[config.mk]
export PLATFORM = sky130hd
export DESIGN_NAME = prefetch_byte_queue
export DESIGN_NICKNAME = d
export VERILOG_FILES = /design/src/rtl/pfq_pkg.sv /design/src/rtl/pfq_addr.sv /design/src/rtl/pfq_fetch.sv /design/src/rtl/pfq_fifo.sv /design/src/rtl/prefetch_byte_queue.sv
export SDC_FILE = /design/constraint.sdc
export NUM_CORES = 1
export LEC_CHECK = 0
export ABC_AREA = 1
export BUFFER_PORTS_ARGS = -buffer_cell sky130_fd_sc_hd__buf_2
export CORE_ASPECT_RATIO = 0.5
export CORE_MARGIN = 4
export CORE_UTILIZATION = 58
export DETAILED_ROUTE_END_ITERATION = 8
export GPL_ROUTABILITY_DRIVEN = 0
export MAX_ROUTING_LAYER = met4
export PLACE_DENSITY = 0.81
export SLEW_MARGIN = 20
export SYNTH_ARGS = -nofsm -noshare
export SYNTH_HDL_FRONTEND = slang
export SYNTH_SLANG_ARGS = --single-unit
[constraint.sdc]
create_clock -name clk -period 3.52 [get_ports clk]
set_input_delay 0.352 -clock clk [delete_from_list [all_inputs] [get_ports clk]]
set_output_delay 0.352 -clock clk [all_outputs]
set_load 0.05 [all_outputs]
[src/rtl/pfq_pkg.sv]
package pfq_pkg;
  typedef enum logic [1:0] {
    FETCH_ISSUE = 2'd0,
    FETCH_WAIT  = 2'd1,
    FETCH_DROP  = 2'd2
  } fetch_state_e;
endpackage

[src/rtl/pfq_addr.sv]
module pfq_addr #(
  parameter int SEG_W     = 16,
  parameter int OFF_W     = 16,
  parameter int SEG_SHIFT = 4,
  parameter int ADDR_W    = 20
) (
  input  logic [SEG_W-1:0]  seg_i,
  input  logic [OFF_W-1:0]  off_i,
  output logic [ADDR_W-1:0] word_addr_o
);
  localparam logic [ADDR_W-1:0] WORD_MASK = ~ADDR_W'(1);

  logic [ADDR_W-1:0] seg_ext;
  logic [ADDR_W-1:0] off_ext;
  logic [ADDR_W-1:0] sum;

  // segment scaled by the shift, offset zero-extended, sum truncated
  assign seg_ext     = ADDR_W'(seg_i) << SEG_SHIFT;
  assign off_ext     = ADDR_W'(off_i);
  assign sum         = seg_ext + off_ext;
  assign word_addr_o = sum & WORD_MASK;
endmodule

[src/rtl/pfq_fetch.sv]
module pfq_fetch import pfq_pkg::*; #(
  parameter int SEG_W     = 16,
  parameter int OFF_W     = 16,
  parameter int SEG_SHIFT = 4,
  parameter int ADDR_W    = 20,
  parameter int BYTE_W    = 8,
  parameter int DEPTH     = 6,
  parameter int CNT_W     = 3,
  parameter logic [SEG_W-1:0] RESET_SEG = '1,
  parameter logic [OFF_W-1:0] RESET_OFF = '0
) (
  input  logic                clk,
  input  logic                rst_n,
  input  logic                flush_i,
  input  logic [SEG_W-1:0]    flush_seg_i,
  input  logic [OFF_W-1:0]    flush_off_i,
  input  logic [CNT_W-1:0]    fill_i,
  output logic                mem_req_o,
  input  logic                mem_gnt_i,
  output logic [ADDR_W-1:0]   mem_addr_o,
  input  logic                mem_rvalid_i,
  input  logic [2*BYTE_W-1:0] mem_rdata_i,
  output logic [1:0]          push_n_o,
  output logic [BYTE_W-1:0]   push_b0_o,
  output logic [BYTE_W-1:0]   push_b1_o
);
  localparam logic [CNT_W-1:0] FILL_LIMIT = CNT_W'(DEPTH - 2);

  fetch_state_e     state_q, state_d;
  logic [SEG_W-1:0] seg_q, seg_d;
  logic [OFF_W-1:0] off_q, off_d;
  logic             space_ok;
  logic             accept;

  pfq_addr #(
    .SEG_W(SEG_W), .OFF_W(OFF_W), .SEG_SHIFT(SEG_SHIFT), .ADDR_W(ADDR_W)
  ) u_addr (
    .seg_i      (seg_q),
    .off_i      (off_q),
    .word_addr_o(mem_addr_o)
  );

  assign space_ok  = (fill_i <= FILL_LIMIT);
  assign mem_req_o = (state_q == FETCH_ISSUE) && space_ok;
  assign accept    = mem_req_o && mem_gnt_i;

  always_comb begin
    state_d   = state_q;
    seg_d     = seg_q;
    off_d     = off_q;
    push_n_o  = 2'd0;
    push_b0_o = mem_rdata_i[BYTE_W-1:0];
    push_b1_o = mem_rdata_i[2*BYTE_W-1:BYTE_W];
    unique case (state_q)
      FETCH_ISSUE: begin
        if (accept) state_d = flush_i ? FETCH_DROP : FETCH_WAIT;
      end
      FETCH_WAIT: begin
        if (mem_rvalid_i) begin
          state_d = FETCH_ISSUE;
          if (!flush_i) begin
            if (off_q[0]) begin
              push_n_o  = 2'd1;
              push_b0_o = mem_rdata_i[2*BYTE_W-1:BYTE_W];
              off_d     = off_q + OFF_W'(1);
            end else begin
              push_n_o  = 2'd2;
              off_d     = off_q + OFF_W'(2);
            end
          end
        end else if (flush_i) begin
          state_d = FETCH_DROP;
        end
      end
      FETCH_DROP: begin
        if (mem_rvalid_i) state_d = FETCH_ISSUE;
      end
      default: state_d = FETCH_ISSUE;
    endcase
    if (flush_i) begin
      seg_d = flush_seg_i;
      off_d = flush_off_i;
    end
  end

  always_ff @(posedge clk) begin
    if (!rst_n) begin
      state_q <= FETCH_ISSUE;
      seg_q   <= RESET_SEG;
      off_q   <= RESET_OFF;
    end else begin
      state_q <= state_d;
      seg_q   <= seg_d;
      off_q   <= off_d;
    end
  end

  // a waiting request holds with a stable address
  assert_req_hold_R3: assert property (@(posedge clk) disable iff (!rst_n)
    (mem_req_o && !mem_gnt_i && !flush_i) |=> (mem_req_o && $stable(mem_addr_o)));

  // no second request right after a grant
  assert_single_fetch_R3: assert property (@(posedge clk) disable iff (!rst_n)
    (mem_req_o && mem_gnt_i) |=> !mem_req_o);

  // an odd fetch leaves the offset word aligned
  assert_align_after_odd_R5: assert property (@(posedge clk) disable iff (!rst_n)
    (state_q == FETCH_WAIT && mem_rvalid_i && !flush_i && off_q[0]) |=> !off_q[0]);

  // offset wraps to zero and keeps the segment
  assert_offset_wrap_R6: assert property (@(posedge clk) disable iff (!rst_n)
    (state_q == FETCH_WAIT && mem_rvalid_i && !flush_i && off_q == '1)
      |=> (off_q == '0 && $stable(seg_q)));
endmodule

[src/rtl/pfq_fifo.sv]
module pfq_fifo #(
  parameter int DEPTH  = 6,
  parameter int BYTE_W = 8,
  parameter int CNT_W  = 3
) (
  input  logic              clk,
  input  logic              rst_n,
  input  logic              flush_i,
  input  logic [1:0]        push_n_i,
  input  logic [BYTE_W-1:0] push_b0_i,
  input  logic [BYTE_W-1:0] push_b1_i,
  input  logic              pop_i,
  output logic              valid_o,
  output logic [BYTE_W-1:0] byte_o,
  output logic [CNT_W-1:0]  fill_o
);
  logic [BYTE_W-1:0] slot_q [DEPTH];
  logic [BYTE_W-1:0] slot_d [DEPTH];
  logic [CNT_W-1:0]  fill_q, fill_d;
  logic [CNT_W-1:0]  base;
  logic              pop_ok;

  always_comb begin
    pop_ok = pop_i && (fill_q != '0) && !flush_i;
    base   = pop_ok ? fill_q - CNT_W'(1) : fill_q;
    for (int i = 0; i < DEPTH; i++) slot_d[i] = slot_q[i];
    if (pop_ok) begin
      for (int i = 0; i < DEPTH - 1; i++) slot_d[i] = slot_q[i + 1];
    end
    for (int i = 0; i < DEPTH; i++) begin
      if (push_n_i != 2'd0 && i == int'(base))     slot_d[i] = push_b0_i;
      if (push_n_i == 2'd2 && i == int'(base) + 1) slot_d[i] = push_b1_i;
    end
    fill_d = flush_i ? '0 : base + CNT_W'(push_n_i);
  end

  for (genvar g = 0; g < DEPTH; g++) begin : g_slot
    always_ff @(posedge clk) slot_q[g] <= slot_d[g];
  end

  always_ff @(posedge clk) begin
    if (!rst_n) fill_q <= '0;
    else        fill_q <= fill_d;
  end

  assign valid_o = (fill_q != '0);
  assign byte_o  = slot_q[0];
  assign fill_o  = fill_q;

  // pushes never take the queue past its depth
  assert_no_overflow_R9: assert property (@(posedge clk) disable iff (!rst_n)
    (!flush_i && push_n_i != 2'd0)
      |-> (int'(fill_q) + int'(push_n_i) - int'(pop_ok) <= DEPTH));

  // flush leaves the queue empty
  assert_flush_empty_R8: assert property (@(posedge clk) disable iff (!rst_n)
    flush_i |=> (fill_q == '0));

  // pop on empty queue changes nothing
  assert_empty_pop_R7: assert property (@(posedge clk) disable iff (!rst_n)
    (fill_q == '0 && pop_i && push_n_i == 2'd0 && !flush_i) |=> (fill_q == '0));
endmodule

[src/rtl/prefetch_byte_queue.sv]
module prefetch_byte_queue #(
  parameter int SEG_W     = 16,
  parameter int OFF_W     = 16,
  parameter int SEG_SHIFT = 4,
  parameter int ADDR_W    = 20,
  parameter int BYTE_W    = 8,
  parameter int DEPTH     = 6,
  parameter logic [SEG_W-1:0] RESET_SEG = '1,
  parameter logic [OFF_W-1:0] RESET_OFF = '0
) (
  input  logic                clk,
  input  logic                rst_n,
  input  logic                flush_i,
  input  logic [SEG_W-1:0]    flush_seg_i,
  input  logic [OFF_W-1:0]    flush_off_i,
  output logic                mem_req_o,
  input  logic                mem_gnt_i,
  output logic [ADDR_W-1:0]   mem_addr_o,
  input  logic                mem_rvalid_i,
  input  logic [2*BYTE_W-1:0] mem_rdata_i,
  output logic                q_valid_o,
  output logic [BYTE_W-1:0]   q_byte_o,
  input  logic                q_ready_i
);
  localparam int CNT_W = $clog2(DEPTH + 1);

  logic [CNT_W-1:0]  fill;
  logic [1:0]        push_n;
  logic [BYTE_W-1:0] push_b0;
  logic [BYTE_W-1:0] push_b1;

  pfq_fetch #(
    .SEG_W(SEG_W), .OFF_W(OFF_W), .SEG_SHIFT(SEG_SHIFT), .ADDR_W(ADDR_W),
    .BYTE_W(BYTE_W), .DEPTH(DEPTH), .CNT_W(CNT_W),
    .RESET_SEG(RESET_SEG), .RESET_OFF(RESET_OFF)
  ) u_fetch (
    .clk         (clk),
    .rst_n       (rst_n),
    .flush_i     (flush_i),
    .flush_seg_i (flush_seg_i),
    .flush_off_i (flush_off_i),
    .fill_i      (fill),
    .mem_req_o   (mem_req_o),
    .mem_gnt_i   (mem_gnt_i),
    .mem_addr_o  (mem_addr_o),
    .mem_rvalid_i(mem_rvalid_i),
    .mem_rdata_i (mem_rdata_i),
    .push_n_o    (push_n),
    .push_b0_o   (push_b0),
    .push_b1_o   (push_b1)
  );

  pfq_fifo #(
    .DEPTH(DEPTH), .BYTE_W(BYTE_W), .CNT_W(CNT_W)
  ) u_fifo (
    .clk      (clk),
    .rst_n    (rst_n),
    .flush_i  (flush_i),
    .push_n_i (push_n),
    .push_b0_i(push_b0),
    .push_b1_i(push_b1),
    .pop_i    (q_ready_i),
    .valid_o  (q_valid_o),
    .byte_o   (q_byte_o),
    .fill_o   (fill)
  );
endmodule

### Word level (Yosys, flattened, before mapping)

Memories as Yosys holds them, arrays and structs flattened.
Index checks and enable logic that the tools add are counted.

| operators by class | value |
|---|---|
| add/sub/neg operators | 6 |
| $lt $le $gt $ge | 1 |
| equality and inequality tests | 16 |
| muxes and demuxes | 32 |
| bitwise logic cells | 1 |
| reductions and logical operators | 27 |

Operators with widths:

| kind | count |
|---|---|
| 8-bit two-way mux | 16 |
| 3-bit by 32-bit equality test with 1-bit output, first input constant | 2 |
| 4-bit by 32-bit equality test with 1-bit output, first input constant | 2 |
| 16-bit two-way mux | 4 |
| 40-bit two-way mux | 1 |
| 2-bit by 32-bit equality test with 1-bit output, first input constant | 1 |
| 32-bit zero test | 1 |
| 20-bit by 16-bit adder with 20-bit output | 1 |
| 2-bit two-way mux | 9 |
| 16-bit by 1-bit adder with 16-bit output, second input constant | 1 |
| 16-bit by 2-bit adder with 16-bit output, second input constant | 1 |
| 1-bit logical AND | 16 |
| 3-bit equality test, first input constant | 4 |
| 2-bit case mux with 3 select lines | 1 |
| 2-bit nonzero test | 3 |
| 3-bit by 1-bit adder with 4-bit output, second input constant | 1 |
| 2-bit equality test, second input constant | 2 |
| 3-bit by 2-bit adder with 3-bit output | 1 |
| 2-bit by 3-bit equality test with 1-bit output, first input constant | 1 |
| 3-bit less-or-equal comparator, second input constant | 1 |
| 3-bit zero test | 1 |
| 3-bit two-way mux | 1 |
| 3-bit != test, second input constant | 1 |
| 3-bit AND reduction | 1 |
| other kinds (10) | 10 |

| storage, ports and cells | value |
|---|---|
| flip-flop bits (word level) | 37 |
| RAM bits | 48 |
| input port bits | 54 |
| output and inout port bits | 30 |
| logic and storage cells | 88 |
| memories kept | 1 |

Memory list:

| memory | depth | width | read ports | clocked after Yosys merged registers in | wr ports | line | source |
|---|---|---|---|---|---|---|---|
| u_fifo.slot_q | 6 | 8 | 6 | 0 | 6 | pfq_fifo.sv:17 | `logic [BYTE_W-1:0] slot_q [DEPTH];` |

### Logic depth before layout (Yosys ltp)

| logic depth | value |
|---|---|
| depth in word-level cells | 8 |
| mapped depth | 16 |
| gate-level depth less buffers | 16 |

### Cells and area by module

Synthesis repeated with hierarchy kept, for this count alone.

| unflattened totals | value |
|---|---|
| cell total of the unflattened synthesis | 860 |
| area total of the unflattened synthesis | 6,104.6 um^2 |

Modules (own cells, without submodules):

| module | instances | cells each | area each (um^2) | sequential area each (um^2) |
|---|---|---|---|---|
| pfq_fifo | 1 | 404 | 3,334.4 | 1,501.4 |
| pfq_fetch | 1 | 284 | 1,880.6 | 680.7 |
| pfq_addr | 1 | 172 | 889.6 | 0.0 |

### Worst setup path before layout

Ideal clock, no wire load.

| timing path | value |
|---|---|
| kind | register -> register |
| start point | register, netlist name u_fifo.fill_o[0] |
| end point | memory u_fifo.slot_q[3][0], enable pin |
| setup time | 0.338 ns |
| arrival | 2.758 ns |
| required time | 3.182 ns |
| slack | 0.424 ns |
| stages on the path, launching flop included | 15 |
| buffers on the path | 1 |
| clock period less this slack | 3.096 ns |
| cells stage by stage | dfxtp_1 inv_1 ha_1 nand2_2 nand2_4 nand2_2 nand2_4 nand2_2 inv_1 ha_1 inv_1 nor2_4 nor3b_4 buf_6 nand3b_1 |

RTL lines:

| item | line |
|---|---|
| end: declaration | pfq_fifo.sv:17 |

==> impl_metrics.toml <==
[outcome]
status = "finished clean"

[final_layout]
final_cell_mix = "287 x nand2_1, 94 x nand3_1, 82 x buf_2"
drive_above_1_share = 0.1669
antennaDiodeCount = 0
area_growth_pct = 13.64
final_cell_count_no_fill = 1016
final_common_cell = "nand2_1"
n_fill_cell = 821
finalNetCount = 949

[power]
sw_frac_of_total = 0.3606
powerDensity_nw_per_um2 = 474.0
power_mw = 3.084
p_leak_nw = 3.135
power_frac_clock = 0.324
p_switching_mw = 1.112
ir_worst_vdd_uv = 286.9
pwr-share-seq = 0.376
p_int_mw = 1.972
p_comb_frac = 0.299

[global_route]
gr-total-overflow = 0
grt_pass1_vias = 5254
track_usage = 0.2789
grt_pass1_wl_um = 25070
antenna_found_initial = 0
grt_max_degree = 29

[drt]
wl_per_cell_um = 14.98
drtAntennaViolNets = 0
drc_errors = 0
num_vias = 5538
drt_iter0_markers = 592
routed_wl_um = 15220
firstDrtPassIters = 6
routed_via_density = 5.451

[floorplan]
ios = 84
core_area_um2 = 9540
rows = 25
die_h_um = 78.26
dieArea_um2 = 11620
start_util = 0.6001
die-width_um = 148.5

[timing]
max_freq_mhz = 316.2
final.setup.tns_ns = 0
hold_violations = 0
setup_ws_ns = 0.3578
skew_ns = 0.008475
rsz0062_at_grt = "false"
slew_headroom = 0.5771
tightestPinTransition_ns = 0.6278
drv_slew = 0
finalSetupViolCount = 0
period_needed_ns = 3.162
fin_crit_sh = 0.8983

[clock_network]
h-tree-depth = 3
cts_tree = "done"
clk_latency_ns = 0.34
cts.repair.resized = 0
clock_path_buffers = 2
cts-buffers-inserted = 9
root_buffer = "clkbuf_16"
path_clk_slew_ns = 0.06
cts.sinks = 85
cts_hold_buf = 0
postCtsSetupRepairBufs = 0

[critical_path]
critPathLaunch = "u_fifo.fill_o[0]"
timing.rr.end = "u_fifo.slot_q[3][0]"
regToRegSetupSlack_ns = 0.36
end_kind = "flip-flop"
r2r_start = "u_fifo.fill_o[0]"
critPathMaxFanout = 17
endpoint = "u_fifo.slot_q[3][0]"
reg2reg_depth = 14
critPathRequiredTime_ns = 3.52
cp.arrival_ns = 3.17
crit_type = "reg -> reg"
cp-start-kind = "flip-flop"

[place]
dp_hpwl_um = 11310
pre_cts_slack_ns = 0.3653
io_buffers = 82
dp_cells = 1000

[min_path]
min_path_type = "in -> reg"
holdPathStages = 3

[synth]
netlist_area_um2 = 5725
synth-warning-count = 0
syn-num-nets = 873
synth_cell_types = 39
ys_seq_elements = 85
syn_inst = 800
yosysSeqAreaShare = 0.3811
avgSynthCellArea_um2 = 7.157

[run]
drv_cap = 0
## per-layer routing
metal	share of wire	track usage	vias to the layer above
li1	-	-	2756
met1	0.41	0.3378	2443
met2	0.46	0.4568	284
met3	0.097	0.06228	55
met4	0.037	0.1143	0
met5	0	-	-
## metrics by stage
stage / area, µm² / utilization / hold slack (ns)
after CTS: 6506 / 0.6820 / 0.2156
after global placement: 6191 / 0.6489 / 0.4520
after detailed placement: 6191 / 0.6489 / 0.4532
after global routing: 6506 / 0.6820 / 0.2144
after floorplan: 5725 / - / 0.4329
final: 6506 / 0.6820 / 0.2172
## flip-flops by register name, summed over array words and instances, names as in the netlist
| signal | cells |
|---|---|
| u_fetch.off_q | 16 |
| u_fetch.seg_q | 16 |
| u_fetch.state_q | 2 |
| u_fifo.fill_o | 3 |
| u_fifo.slot_q | 48 |
## kinds of logic (layout without fill, tap and decap cells)
logic type / count (synthesis) / after routing / synth area share
flip-flops: 85 / 85 / 0.3811
XOR/XNOR: 18 / 18 / 0.02753
other: 1 / 1 / 0.0006550
AO/OA/AOI/OAI: 101 / 101 / 0.09637
AND/OR/NAND/NOR: 471 / 471 / 0.3693
buffers and inverters: 105 / 186 / 0.08086
adder cells (fa/ha/maj): 19 / 19 / 0.04414
## layout make-up
class                      count  area (µm²)  area share
clock buffer                  13       271.5     0.04173
inverter                      83       311.5     0.04788
sequential                    85        2182      0.3354
tap                          135       168.9     0.02596
timing repair buffer          87       447.9     0.06885
clock inverter                 3       43.79    0.006731
multi-input combinational    610        3080      0.4735
## power groups by stage
| stage | sequential (mW) | combinational (mW) | clock, mW |
|---|---|---|---|
| finish | 1.16 | 0.923 | 1.00 |
| global route | 1.17 | 1.01 | 1.06 |
| CTS | 1.16 | 0.917 | 1.01 |
| global placement | 1.18 | 0.902 | 0 |
| floorplan | 1.20 | 0.687 | 0 |
| detailed placement | 1.18 | 0.911 | 0 |
## how the worst min path moves through the flow
stage | from | endpoint
final | flush_seg_i[2] | u_fetch.seg_q[2]
after global routing | flush_seg_i[12] | u_fetch.seg_q[12]
after CTS | flush_seg_i[2] | u_fetch.seg_q[2]
after detailed placement | u_fetch.seg_q[4] | u_fetch.seg_q[4]
after global placement | u_fetch.seg_q[2] | u_fetch.seg_q[2]
after floorplan | u_fetch.seg_q[0] | u_fetch.seg_q[0]
## cells in the mapped netlist
library cell / number / area [µm²]
nand2_1: 287 / 1077
nand3_1: 94 / 470.5
inv_1: 76 / 285.3
edfxtp_1: 48 / 1441
o21ai_0: 41 / 205.2
nor2_1: 38 / 142.6
a21oi_1: 37 / 185.2
dfxtp_1: 37 / 740.7
ha_1: 17 / 212.7
nand2_2: 14 / 87.58
xor2_1: 13 / 113.9
buf_4: 8 / 60.06
clkbuf_1: 8 / 30.03
nor2_4: 8 / 90.09
a21boi_0: 7 / 52.55
inv_2: 7 / 26.28
nor3_1: 7 / 35.03
o21ai_1: 7 / 35.03
buf_6: 5 / 56.30
nand4_1: 5 / 31.28
nor2_2: 5 / 31.28
xnor2_1: 5 / 43.79
nand2_4: 4 / 45.04
a21boi_1: 2 / 15.01
a31oi_1: 2 / 12.51
fa_1: 2 / 40.04
nand3_2: 2 / 20.02
nand3b_1: 2 / 15.01
or2_2: 2 / 12.51
a21o_1: 1 / 7.510
a21oi_4: 1 / 16.27
a2bb2oi_1: 1 / 8.760
buf_2: 1 / 5.000
conb_1: 1 / 3.750
nand3_4: 1 / 17.52
nor2_8: 1 / 20.02
nor3b_4: 1 / 18.77
o21a_1: 1 / 7.510
o22ai_1: 1 / 6.260
## worst max-delay path, cell delays in order (launching register included)
cell      delay (ns)
dfxtp_1         0.35
inv_1           0.08
ha_1            0.23
nand2_2         0.12
nand2_4         0.13
nand2_2         0.10
nand2_4         0.11
nand2_2         0.13
inv_1           0.11
ha_1            0.41
inv_1           0.12
nor2_4          0.18
nor3b_4         0.20
buf_4           0.21
nand3b_1        0.34
Note: power is estimated with default switching activity, not from simulation.
